File: config.mk
export PLATFORM = sky130hd
export DESIGN_NAME = doorbell_mbox
export DESIGN_NICKNAME = d
export VERILOG_FILES = /design/src/rtl/mbox_pkg.sv /design/src/rtl/mbox_decode.sv /design/src/rtl/mbox_channel.sv /design/src/rtl/doorbell_mbox.sv
export SDC_FILE = /design/constraint.sdc
export NUM_CORES = 1
export LEC_CHECK = 0
export BUFFER_PORTS_ARGS = -buffer_cell sky130_fd_sc_hd__buf_2
export CORE_MARGIN = 1
export CORE_UTILIZATION = 25
export CTS_BUF_LIST = sky130_fd_sc_hd__clkbuf_8
export CTS_CLUSTER_SIZE = 20
export DETAILED_ROUTE_END_ITERATION = 12
export GPL_TIMING_DRIVEN = 0
export PLACE_DENSITY = 0.47
export SLEW_MARGIN = 25
export SYNTH_ARGS = -nofsm -noshare
export SYNTH_HDL_FRONTEND = slang
export SYNTH_SLANG_ARGS = --single-unit
File: constraint.sdc
create_clock -name clk -period 1.6 [get_ports clk]
set_input_delay 0.32 -clock clk [delete_from_list [all_inputs] [get_ports clk]]
set_output_delay 0.32 -clock clk [all_outputs]
set_load 0.005 [all_outputs]
File: src/rtl/mbox_pkg.sv
package mbox_pkg;

  // Byte offsets inside one channel window
  typedef enum logic [4:0] {
    OFS_SET  = 5'h00,
    OFS_CLR  = 5'h04,
    OFS_STAT = 5'h08
  } mbox_ofs_e;

  // Spacing between channel windows is 2**WIN_LSB bytes
  localparam int WIN_LSB = 5;

endpackage

File: src/rtl/mbox_decode.sv
module mbox_decode
  import mbox_pkg::*;
#(
  parameter int               NUM_CH  = 3,
  parameter int               ADDR_W  = 7,
  parameter logic [NUM_CH-1:0] SEC_MASK = 3'b001
) (
  input  logic              clk,
  input  logic              rst_n,
  input  logic              psel,
  input  logic              penable,
  input  logic              pwrite,
  input  logic [ADDR_W-1:0] paddr,
  input  logic              nsec,
  output logic [NUM_CH-1:0] set_en,
  output logic [NUM_CH-1:0] clr_en,
  output logic [NUM_CH-1:0] rd_sel,
  output logic              sec_err
);

  localparam int BLK_W = ADDR_W - WIN_LSB;

  logic              access;
  logic [BLK_W-1:0]  blk;
  logic [WIN_LSB-1:0] ofs;
  logic              ofs_set;
  logic              ofs_clr;
  logic              ofs_stat;
  logic [NUM_CH-1:0] hit;
  logic [NUM_CH-1:0] blocked;

  assign access   = psel & penable;
  assign blk      = paddr[ADDR_W-1:WIN_LSB];
  assign ofs      = paddr[WIN_LSB-1:0];
  assign ofs_set  = (ofs == OFS_SET);
  assign ofs_clr  = (ofs == OFS_CLR);
  assign ofs_stat = (ofs == OFS_STAT);

  for (genvar c = 0; c < NUM_CH; c++) begin : g_ch
    logic allowed;
    assign hit[c]     = access & (blk == BLK_W'(c));
    assign blocked[c] = hit[c] & SEC_MASK[c] & nsec;
    assign allowed    = hit[c] & ~blocked[c];
    assign set_en[c]  = allowed &  pwrite & ofs_set;
    assign clr_en[c]  = allowed &  pwrite & ofs_clr;
    assign rd_sel[c]  = allowed & ~pwrite & ofs_stat;

    if (SEC_MASK[c]) begin : g_sec
      // non-secure traffic never reaches a secure channel
      a_r8_sec_filter: assert property (@(posedge clk) disable iff (!rst_n)
        (access && nsec && (blk == BLK_W'(c))) |-> !(set_en[c] || clr_en[c] || rd_sel[c]))
        else $error("non-secure access reached secure channel %0d", c);
    end
  end

  assign sec_err = |blocked;

  // at most one channel strobe of any kind per access
  a_r7_single_target: assert property (@(posedge clk) disable iff (!rst_n)
    $onehot0({set_en, clr_en, rd_sel}))
    else $error("more than one channel strobe active");

  // error only inside an access cycle
  a_r8_err_in_access: assert property (@(posedge clk) disable iff (!rst_n)
    sec_err |-> (psel && penable && nsec))
    else $error("error raised outside a non-secure access cycle");

endmodule

File: src/rtl/mbox_channel.sv
module mbox_channel #(
  parameter int DATA_W = 32
) (
  input  logic              clk,
  input  logic              rst_n,
  input  logic              set_en,
  input  logic              clr_en,
  input  logic [DATA_W-1:0] wdata,
  output logic [DATA_W-1:0] pend_o,
  output logic              irq_o
);

  logic [DATA_W-1:0] pend_q;
  logic [DATA_W-1:0] pend_d;
  logic              pend_ce;
  logic              irq_q;
  logic              irq_d;

  // next-state for the pending word
  always_comb begin
    pend_d = pend_q;
    if (set_en) pend_d = pend_d | wdata;
    if (clr_en) pend_d = pend_d & ~wdata;
  end

  assign pend_ce = set_en | clr_en;
  assign irq_d   = |pend_q;

  always_ff @(posedge clk or negedge rst_n) begin
    if (!rst_n) begin
      pend_q <= '0;
    end else if (pend_ce) begin
      pend_q <= pend_d;
    end
  end

  always_ff @(posedge clk or negedge rst_n) begin
    if (!rst_n) begin
      irq_q <= 1'b0;
    end else begin
      irq_q <= irq_d;
    end
  end

  assign pend_o = pend_q;
  assign irq_o  = irq_q;

  // written ones appear, other bits keep their value
  a_r2_set_bits: assert property (@(posedge clk) disable iff (!rst_n)
    set_en |=> (((pend_q & $past(wdata)) == $past(wdata)) &&
               ((pend_q & ~$past(wdata)) == ($past(pend_q) & ~$past(wdata)))))
    else $error("set view did not behave as write-one-to-set");

  // written ones vanish, other bits keep their value
  a_r3_clr_bits: assert property (@(posedge clk) disable iff (!rst_n)
    clr_en |=> (((pend_q & $past(wdata)) == '0) &&
               ((pend_q & ~$past(wdata)) == ($past(pend_q) & ~$past(wdata)))))
    else $error("clear view did not behave as write-one-to-clear");

  // no strobe, no change
  a_r5_hold: assert property (@(posedge clk) disable iff (!rst_n)
    !(set_en || clr_en) |=> $stable(pend_q))
    else $error("pending word changed without a strobe");

  // interrupt rises one cycle after the word turns non-zero
  a_r6_irq_rise: assert property (@(posedge clk) disable iff (!rst_n)
    $rose(irq_o) |-> ($past(pend_q) != '0))
    else $error("interrupt rose without a pending bit");

  // interrupt falls one cycle after the word returns to zero
  a_r6_irq_fall: assert property (@(posedge clk) disable iff (!rst_n)
    $fell(irq_o) |-> ($past(pend_q) == '0))
    else $error("interrupt fell while bits were pending");

endmodule

File: src/rtl/doorbell_mbox.sv
module doorbell_mbox
  import mbox_pkg::*;
#(
  parameter int               NUM_CH   = 3,
  parameter int               DATA_W   = 32,
  parameter int               ADDR_W   = 7,
  parameter logic [NUM_CH-1:0] SEC_MASK = 3'b001
) (
  input  logic              clk,
  input  logic              rst_n,
  input  logic              psel,
  input  logic              penable,
  input  logic              pwrite,
  input  logic [ADDR_W-1:0] paddr,
  input  logic [DATA_W-1:0] pwdata,
  input  logic              nsec,
  output logic [DATA_W-1:0] prdata,
  output logic              pslverr,
  output logic [NUM_CH-1:0] irq
);

  logic [NUM_CH-1:0] set_en;
  logic [NUM_CH-1:0] clr_en;
  logic [NUM_CH-1:0] rd_sel;
  logic [DATA_W-1:0] pend [NUM_CH];

  mbox_decode #(
    .NUM_CH  (NUM_CH),
    .ADDR_W  (ADDR_W),
    .SEC_MASK(SEC_MASK)
  ) u_decode (
    .clk    (clk),
    .rst_n  (rst_n),
    .psel   (psel),
    .penable(penable),
    .pwrite (pwrite),
    .paddr  (paddr),
    .nsec   (nsec),
    .set_en (set_en),
    .clr_en (clr_en),
    .rd_sel (rd_sel),
    .sec_err(pslverr)
  );

  for (genvar c = 0; c < NUM_CH; c++) begin : g_chan
    mbox_channel #(
      .DATA_W(DATA_W)
    ) u_chan (
      .clk   (clk),
      .rst_n (rst_n),
      .set_en(set_en[c]),
      .clr_en(clr_en[c]),
      .wdata (pwdata),
      .pend_o(pend[c]),
      .irq_o (irq[c])
    );
  end

  // status read mux, zero when nothing is selected
  always_comb begin
    prdata = '0;
    for (int c = 0; c < NUM_CH; c++) begin
      if (rd_sel[c]) prdata = prdata | pend[c];
    end
  end

  // write cycles and idle cycles carry no read data
  a_r4_quiet_bus: assert property (@(posedge clk) disable iff (!rst_n)
    !(psel && penable && !pwrite) |-> (prdata == '0))
    else $error("read data driven outside a read access");

  // reset leaves every line low
  a_r1_reset_irq: assert property (@(posedge clk)
    !rst_n |-> (irq == '0))
    else $error("interrupt high during reset");

endmodule

==> summary.txt, run 1 <==
Floorplan
  – Initial core utilization: 25.7%
  – Die width: 149 µm
  – Core region area: 0.0212 mm²
  – Row cnt: 53
  – Die area: 0.0223 mm²
  – Die H: 149 µm
  – I/O Pins: 81

Clocking
  – Clock transition at the registers of the reported paths: 0.10 ns
  – H-tree Lvls: 3
  – Clock Path Buffers: 2
  – Skew-Pair Late Insertion Delay: 0.38 ns
  – TritonCTS clock tree: done
  – Clock root buffer: clkbuf_8
  – Clock sinks: 99
  – Total CTS buffers: 9

Power
  – Peak supply drop: 0.000368 V
  – Switch Pwr: 0.00148 W
  – Sequential Power Share: 52.6%
  – Clock power share: 31.4%
  – Pint: 0.00358 W
  – Switching Share: 29.2%
  – Cell Pwr Density: 709 mW/mm²
  – Logic pwr share: 16.0%
  – Leak: 2.58 nW

Drt
  – First-pass DRT Iterations: 5
  – Avg Vias per Cell: 5.88
  – WL per Instance: 24.1 µm
  – DRC violations left: 0
  – Drt total wl: 21900 µm
  – Via count: 5367
  – Iteration-0 DRC Markers: 451
  – Antenna-violating nets left: 0

Synthesis
  – Syn_nets: 585
  – XOR/XNOR Fraction of Synth Area: 0%
  – Seq/Total Area, Yosys: 45.6%
  – Mux cell area share after synthesis: 0%
  – Synth Warn #: 0
  – Fraction of synthesized cell area taken by the top area cell type: 45.6%
  – Adder-cell area share of the yosys netlist: 0%
  – Unique masters post-synth: 23
  – Yosys top cell by area: dfrtp_1
  – Syn Area/Cell: 10.1 µm²
  – Synth Area in Simple Gates: 13.0%
  – Synth top area cells: dfrtp_1, o31ai_1, o41ai_1, a22oi_1, nand3b_1
  – Cell area after synthesis: 0.00543 mm²
  – Largest family of logic cells by synthesized area: compound AO/OA/AOI/OAI gates
  – Cells after Synth: 540
  – Synth Area in Compound Gates: 34.7%
  – FF+latch count, synth: 99

STA
  – Slew @ Worst Pin: 0.722 ns
  – Period utilization: 111%
  – Final hold viol count: 0
  – Post-route setup slack: -0.178 ns
  – Layout Skew: 0.0134 ns
  – Max Freq: 0.563 GHz
  – Slew headroom: 51.9%
  – Slew Limit Fails: 0
  – RSZ-0062 raised after global routing: true
  – Fin Setup TNS: -4.50 ns
  – Tmin final: 1.78 ns
  – # setup viols final: 32

Setup path
  – Worst setup SP type: input pin
  – Setup crit end kind: output pin
  – Crit path kind: in2out
  – Required time of the critical path: 1.28 ns
  – Highest fanout seen on the critical path: 6
  – Worst EP arrival: 1.46 ns

Place
  – DP HPWL: 15300 µm
  – I/O Buffers: 77
  – Gpl congestion: 0.842

Global routing
  – GRT Total Usage: 19.7%
  – Initial antenna violation count: 0
  – Largest net degree at the start of global routing: 57
  – Grt total ovfl: 0
  – Global-route wire length before repair: 32500 µm
  – Vias in the first global route: 5463

Hold path
  – Min-Delay Path Class: in2reg

Status
  – Failing checks: negative setup slack
  – Status: finished with violations

Finish
  – Total Nets Final: 680
  – P&R area growth vs syn: 31.3%
  – ANT cells: 0
  – Post-layout util: 33.7%
  – Share of cells above drive strength 1: 34.5%

Flow run
  – # Max-Cap Violations: 0
[cell type report]
cell class	instances	area [µm²]
Buffer	71	548
Sequential cell	99	2480
Fill cell	2129	14000
Clock buffer	9	124
Multi-Input combinational cell	367	3050
Inverter	1	5.00
Timing Repair Buffer	86	538
Clock inverter	4	46.3
Tap cell	275	344
[metrics by stage]
step / area (µm²) / worst slack, ns / total power [W] / instances / hold slack (ns)
after detailed placement: 6190 / -0.803 / 0.00342 / 893 / 0.278
final: 7130 / -0.178 / 0.00506 / 912 / 0.296
after CTS: 6880 / -0.195 / 0.00506 / 910 / 0.276
after floorplan: 5430 / 0.0365 / 0.00306 / 540 / 0.0244
after global routing: 7130 / -0.235 / 0.00526 / 912 / 0.317
after global placement: 6160 / -0.900 / 0.00340 / 892 / 0.513
[cell families after synthesis]
logic type      count (synthesis)
compound gates                256
simple gates                  111
flops                          99
buf+inv                        74
[cell usage after synthesis]
cell,number
o31ai_1,160
dfrtp_1,99
clkbuf_1,54
nand3_1,34
a21oi_1,32
a22oi_1,32
nand3b_1,32
o41ai_1,32
nor4_1,24
buf_6,9
buf_2,7
nand4_1,6
buf_4,3
or2_2,3
and4b_1,2
nand2_1,2
nand4b_1,2
nor2_1,2
and4bb_2,1
clkinv_1,1
nand4bb_1,1
nor3_1,1
or3_1,1
[timing repair]
item | CTS | global route
cloned | 1 | 2
hold endpoints to repair | 43 | 0
gates resized for setup | 114 | 55
buffers inserted | 4 | 0
hold buffers | 1 | 0
endpoints found under the setup margin | 80 | 95
pin swaps | 16 | 18
[cell usage in the layout, fill, tap and decap left out, types with 2 or more instances in the layout]
cell	Yosys	routed
clkbuf_4	0	2
dfrtp_1	99	99
nor4_2	0	5
nand3_1	34	22
o41ai_2	0	6
and4b_1	2	2
nand4_1	6	6
nand3_4	0	8
buf_8	0	7
nor4_1	24	19
nand2_1	2	2
buf_4	3	10
nand3_2	0	4
clkbuf_8	0	15
buf_6	9	11
or2_2	3	3
nand3b_1	32	32
nand4b_1	2	2
clkbuf_1	54	31
o41ai_1	32	26
a22oi_2	0	22
buf_2	7	76
o31ai_1	160	160
clkinv_2	0	2
buf_12	0	2
clkbuf_16	0	3
a21oi_4	0	2
a22oi_1	32	10
a21oi_1	32	2
clkbuf_2	0	7
a21oi_2	0	28
[per-layer routing]
layer | vias to the layer above | wire, µm | track usage, %
met3 | 30 | 1300 | 3.03
met5 | - | 0 | 0
met2 | 229 | 10400 | 31.3
met4 | 0 | 465 | 7.50
met1 | 2684 | 9740 | 26.9
li1 | 2424 | - | -
[critical path, stage by stage]
cell	delay [ns]
buf_8	0.11
and4bb_4	0.43
clkbuf_16	0.20
nand3_4	0.09
a21oi_4	0.18
buf_2	0.13
[power by group through the flow]
stage	logic [W]	registers [W]	clock network, W
2_1_floorplan	0.000389	0.00267	0
6_report	0.000808	0.00266	0.00159
3_5_place_dp	0.000722	0.00269	0
4_1_cts	0.000781	0.00265	0.00163
3_3_place_gp	0.000702	0.00270	0
5_1_grt	0.000868	0.00267	0.00172
[path summary, 6_finish.rpt]
check,from,to,slack [ns],depth (start not counted)
max in group asynchronous,rst_n,async pin,0.55,3
worst min-delay path,nsec,flop,0.30,3
worst max register to register,flop,g_chan[2].u_chan.irq_o$_DFF_PN0_,0.02,3
worst min register to register,flop,flop,0.55,2
worst max-delay path,paddr[5],prdata[25],-0.18,6
min in group asynchronous,rst_n,async pin,0.42,2
Power figures use the tool's default switching activity.
==> run 2: changes to the inputs <==
--- a/config.mk
+++ b/config.mk
@@ -5,6 +5,8 @@
 export SDC_FILE = /design/constraint.sdc
 export NUM_CORES = 1
 export LEC_CHECK = 0
+export ABC_AREA = 1
+export ABC_CLOCK_PERIOD_IN_PS = 1600
 export BUFFER_PORTS_ARGS = -buffer_cell sky130_fd_sc_hd__buf_2
 export CORE_MARGIN = 1
 export CORE_UTILIZATION = 25
@@ -13,6 +15,7 @@
 export DETAILED_ROUTE_END_ITERATION = 12
 export GPL_TIMING_DRIVEN = 0
 export PLACE_DENSITY = 0.47
+export REMOVE_ABC_BUFFERS = 1
 export SLEW_MARGIN = 25
 export SYNTH_ARGS = -nofsm -noshare
 export SYNTH_HDL_FRONTEND = slang
==> summary.txt, run 2 <==
Status
  – Status: finished with violations
  – Failing checks: negative setup slack

Setup path
  – Crit path kind: in2out
  – Setup crit end kind: output pin
  – CP Cell Sequence: buf_6 > nand3b_1 > nor2_4 > clkbuf_16 > buf_6 > buf_6 > nand3_1 > nand3_2 > buf_2
  – Worst setup SP type: input pin
  – Required time of the critical path: 1.28 ns
  – Worst EP arrival: 1.51 ns
  – Crit-path max cell delay: 0.21 ns
  – Crit-path slowest cell: clkbuf_16
  – Highest fanout seen on the critical path: 6
  – Most used cell, CP: buf_6

Synthesis
  – Synth top area cells: dfrtp_1, nand3_1, nand2_1, inv_1, nor3_1
  – Most frequent cell after synthesis: nand3_1
  – Syn Area/Cell: 6.75 µm²
  – Cell area after synthesis: 0.00612 mm²
  – Post-synth ARST share: 100%
  – Seq/Total Area, Yosys: 40.5%
  – Fraction of synthesized cell area taken by the top area cell type: 40.5%
  – Ys flop type: dfrtp_1
  – Cells after Synth: 906
  – Synth Warn #: 0
  – Yosys top cell by area: dfrtp_1
  – Unique masters post-synth: 19
  – EDFF count, synth: 0
  – FF+latch count, synth: 99
  – Most instantiated cells after synthesis: nand3_1, nand2_1, inv_1

STA
  – Max Freq: 0.546 GHz
  – Fin Setup TNS: -5.30 ns
  – Final hold viol count: 0
  – Tmin final: 1.83 ns
  – RSZ-0062 raised after global routing: true
  – Period utilization: 114%
  – Layout Skew: 0.0101 ns
  – Post-route setup slack: -0.232 ns
  – Slew Limit Fails: 0
  – Slew headroom: 59.8%
  – # setup viols final: 46
  – Slew @ Worst Pin: 0.603 ns

Drt
  – WL per Instance: 16.6 µm
  – Avg Vias per Cell: 4.54
  – Antenna-violating nets left: 0
  – DRC violations left: 0
  – Via count: 6021
  – First-pass DRT Iterations: 5
  – Iteration-0 DRC Markers: 360
  – Drt total wl: 22000 µm

Global routing
  – Initial antenna violation count: 4
  – Vias in the first global route: 5841
  – Grt total ovfl: 0
  – Global-route wire length before repair: 33500 µm
  – GRT Total Usage: 18.2%
  – Largest net degree at the start of global routing: 64

Clocking
  – Total CTS buffers: 9
  – TritonCTS clock tree: done
  – Clock root buffer: clkbuf_8
  – Clock Path Buffers: 2
  – Clock sinks: 99
  – Skew-Pair Late Insertion Delay: 0.38 ns
  – H-tree Lvls: 3
  – Clock transition at the registers of the reported paths: 0.11 ns

Power
  – Clock power share: 36.0%
  – Sequential Power Share: 53.5%
  – Logic pwr share: 10.5%
  – Leak: 4.06 nW
  – Pint: 0.00353 W
  – Power Total: 0.00484 W
  – Switch Pwr: 0.00131 W
  – Cell Pwr Density: 582 mW/mm²
  – Switching Share: 27.1%
  – Peak supply drop: 0.000310 V

Place
  – Worst slack, placed: -1.30 ns
  – Gpl congestion: 0.708
  – I/O Buffers: 80
  – DP HPWL: 12700 µm

Floorplan
  – Die H: 158 µm
  – Die width: 158 µm
  – Die area: 0.0251 mm²
  – Core region area: 0.0238 mm²
  – I/O Pins: 81
  – Initial core utilization: 25.8%
  – Row cnt: 56

Finish
  – Multi-input logic area: 0.00302 mm²
  – Share of cells above drive strength 1: 22.8%
  – Most frequent cells in the layout: nand2_1, inv_1, nand3_1
  – # fillers: 2543
  – P&R area growth vs syn: 35.9%
  – Reg area: 0.00248 mm²
  – Total Nets Final: 1046
  – Most common cell after layout, fill and taps aside: nand2_1

Hold path
  – Min-Delay Path Class: in2reg

Flow run
  – # Max-Cap Violations: 0
-- run 2: cell types whose count changed in the layout (fill, tap and decap cells not counted), sizes merged, moves of 23 or more --
| cell | change |
|---|---|
| a22oi | -32 |
| clkbuf | -43 |
| inv | +203 |
| nand2 | +216 |
| nand3 | +193 |
| nand3b | -31 |
| nor3 | +48 |
| nor4 | -23 |
| o31ai | -160 |
| o41ai | -32 |
-- run 2: layer usage --
metal	global-route usage (%)	routed length [µm]	vias to the layer above
met1	22.7	9670	2847
met5	0	27	-
met4	5.72	410	4
met2	31.3	10900	124
li1	-	-	3022
met3	3.65	981	24
-- run 2: logic make-up after synthesis --
kind of cell	count (synthesis)	synth area share, %
buffers and inverters	255	17.9
and+or+nand+nor	520	39.0
AOI/OAI and AO/OA	32	2.62
DFF	99	40.5
-- run 2: repair_timing --
action                     4_1_cts  5_1_grt
setup endpoints to repair      121      117
hold endpoints to repair        36        0
pin swaps                       20       26
gates resized for setup         76       47
setup buffers                   25        7
gates cloned                     9        4
hold buffers                     1        0
-- run 2: worst max-delay path: cells and delay by family --
kind                   cells  cell delay (ns)
and+or+nand+nor            4             0.56
buffers and inverters      5             0.61
-- run 2: layout make-up --
type | count | share of cell area, %
flip-flops and latches | 99 | 29.8
multi-input cells | 556 | 36.3
clock inverters | 5 | 0.632
clock buffers | 11 | 1.82
inverters | 202 | 9.52
repair buffers | 131 | 16.8
repair inverters | 2 | 0.271
diodes | 1 | 0.0301
well taps | 319 | 4.80
-- run 2: power by group through the flow --
stage / clock network (W) / registers (W) / logic [W]
floorplan: 0 / 0.00263 / 0.000155
global placement: 0 / 0.00264 / 0.000379
detailed placement: 0 / 0.00264 / 0.000413
CTS: 0.00180 / 0.00259 / 0.000493
global route: 0.00188 / 0.00260 / 0.000564
finish: 0.00174 / 0.00259 / 0.000508
-- run 2: stage by stage --
step / std cells / hold WS [ns] / util [%] / area (µm²)
4_1_cts: 1316 / 0.207 / 33.6 / 7970
6_report: 1326 / 0.222 / 35.0 / 8320
2_1_floorplan: 853 / 0.0244 / - / 5780
3_3_place_gp: 1252 / 0.529 / 27.7 / 6580
3_5_place_dp: 1265 / 0.265 / 29.1 / 6910
5_1_grt: 1326 / 0.218 / 35.0 / 8320
-- run 2: worst paths after layout --
check                      startpoint  depth (start not counted)                               end  slack, ns
max                          paddr[4]                          9                        prdata[23]      -0.23
max in group asynchronous       rst_n                          3                         async pin       0.54
min reg2reg                      flop                          2                              flop       0.55
min                        pwdata[17]                          3                              flop       0.22
max reg2reg                      flop                          6  g_chan[2].u_chan.irq_o$_DFF_PN0_       0.14
min in group asynchronous       rst_n                          2                         async pin       0.39
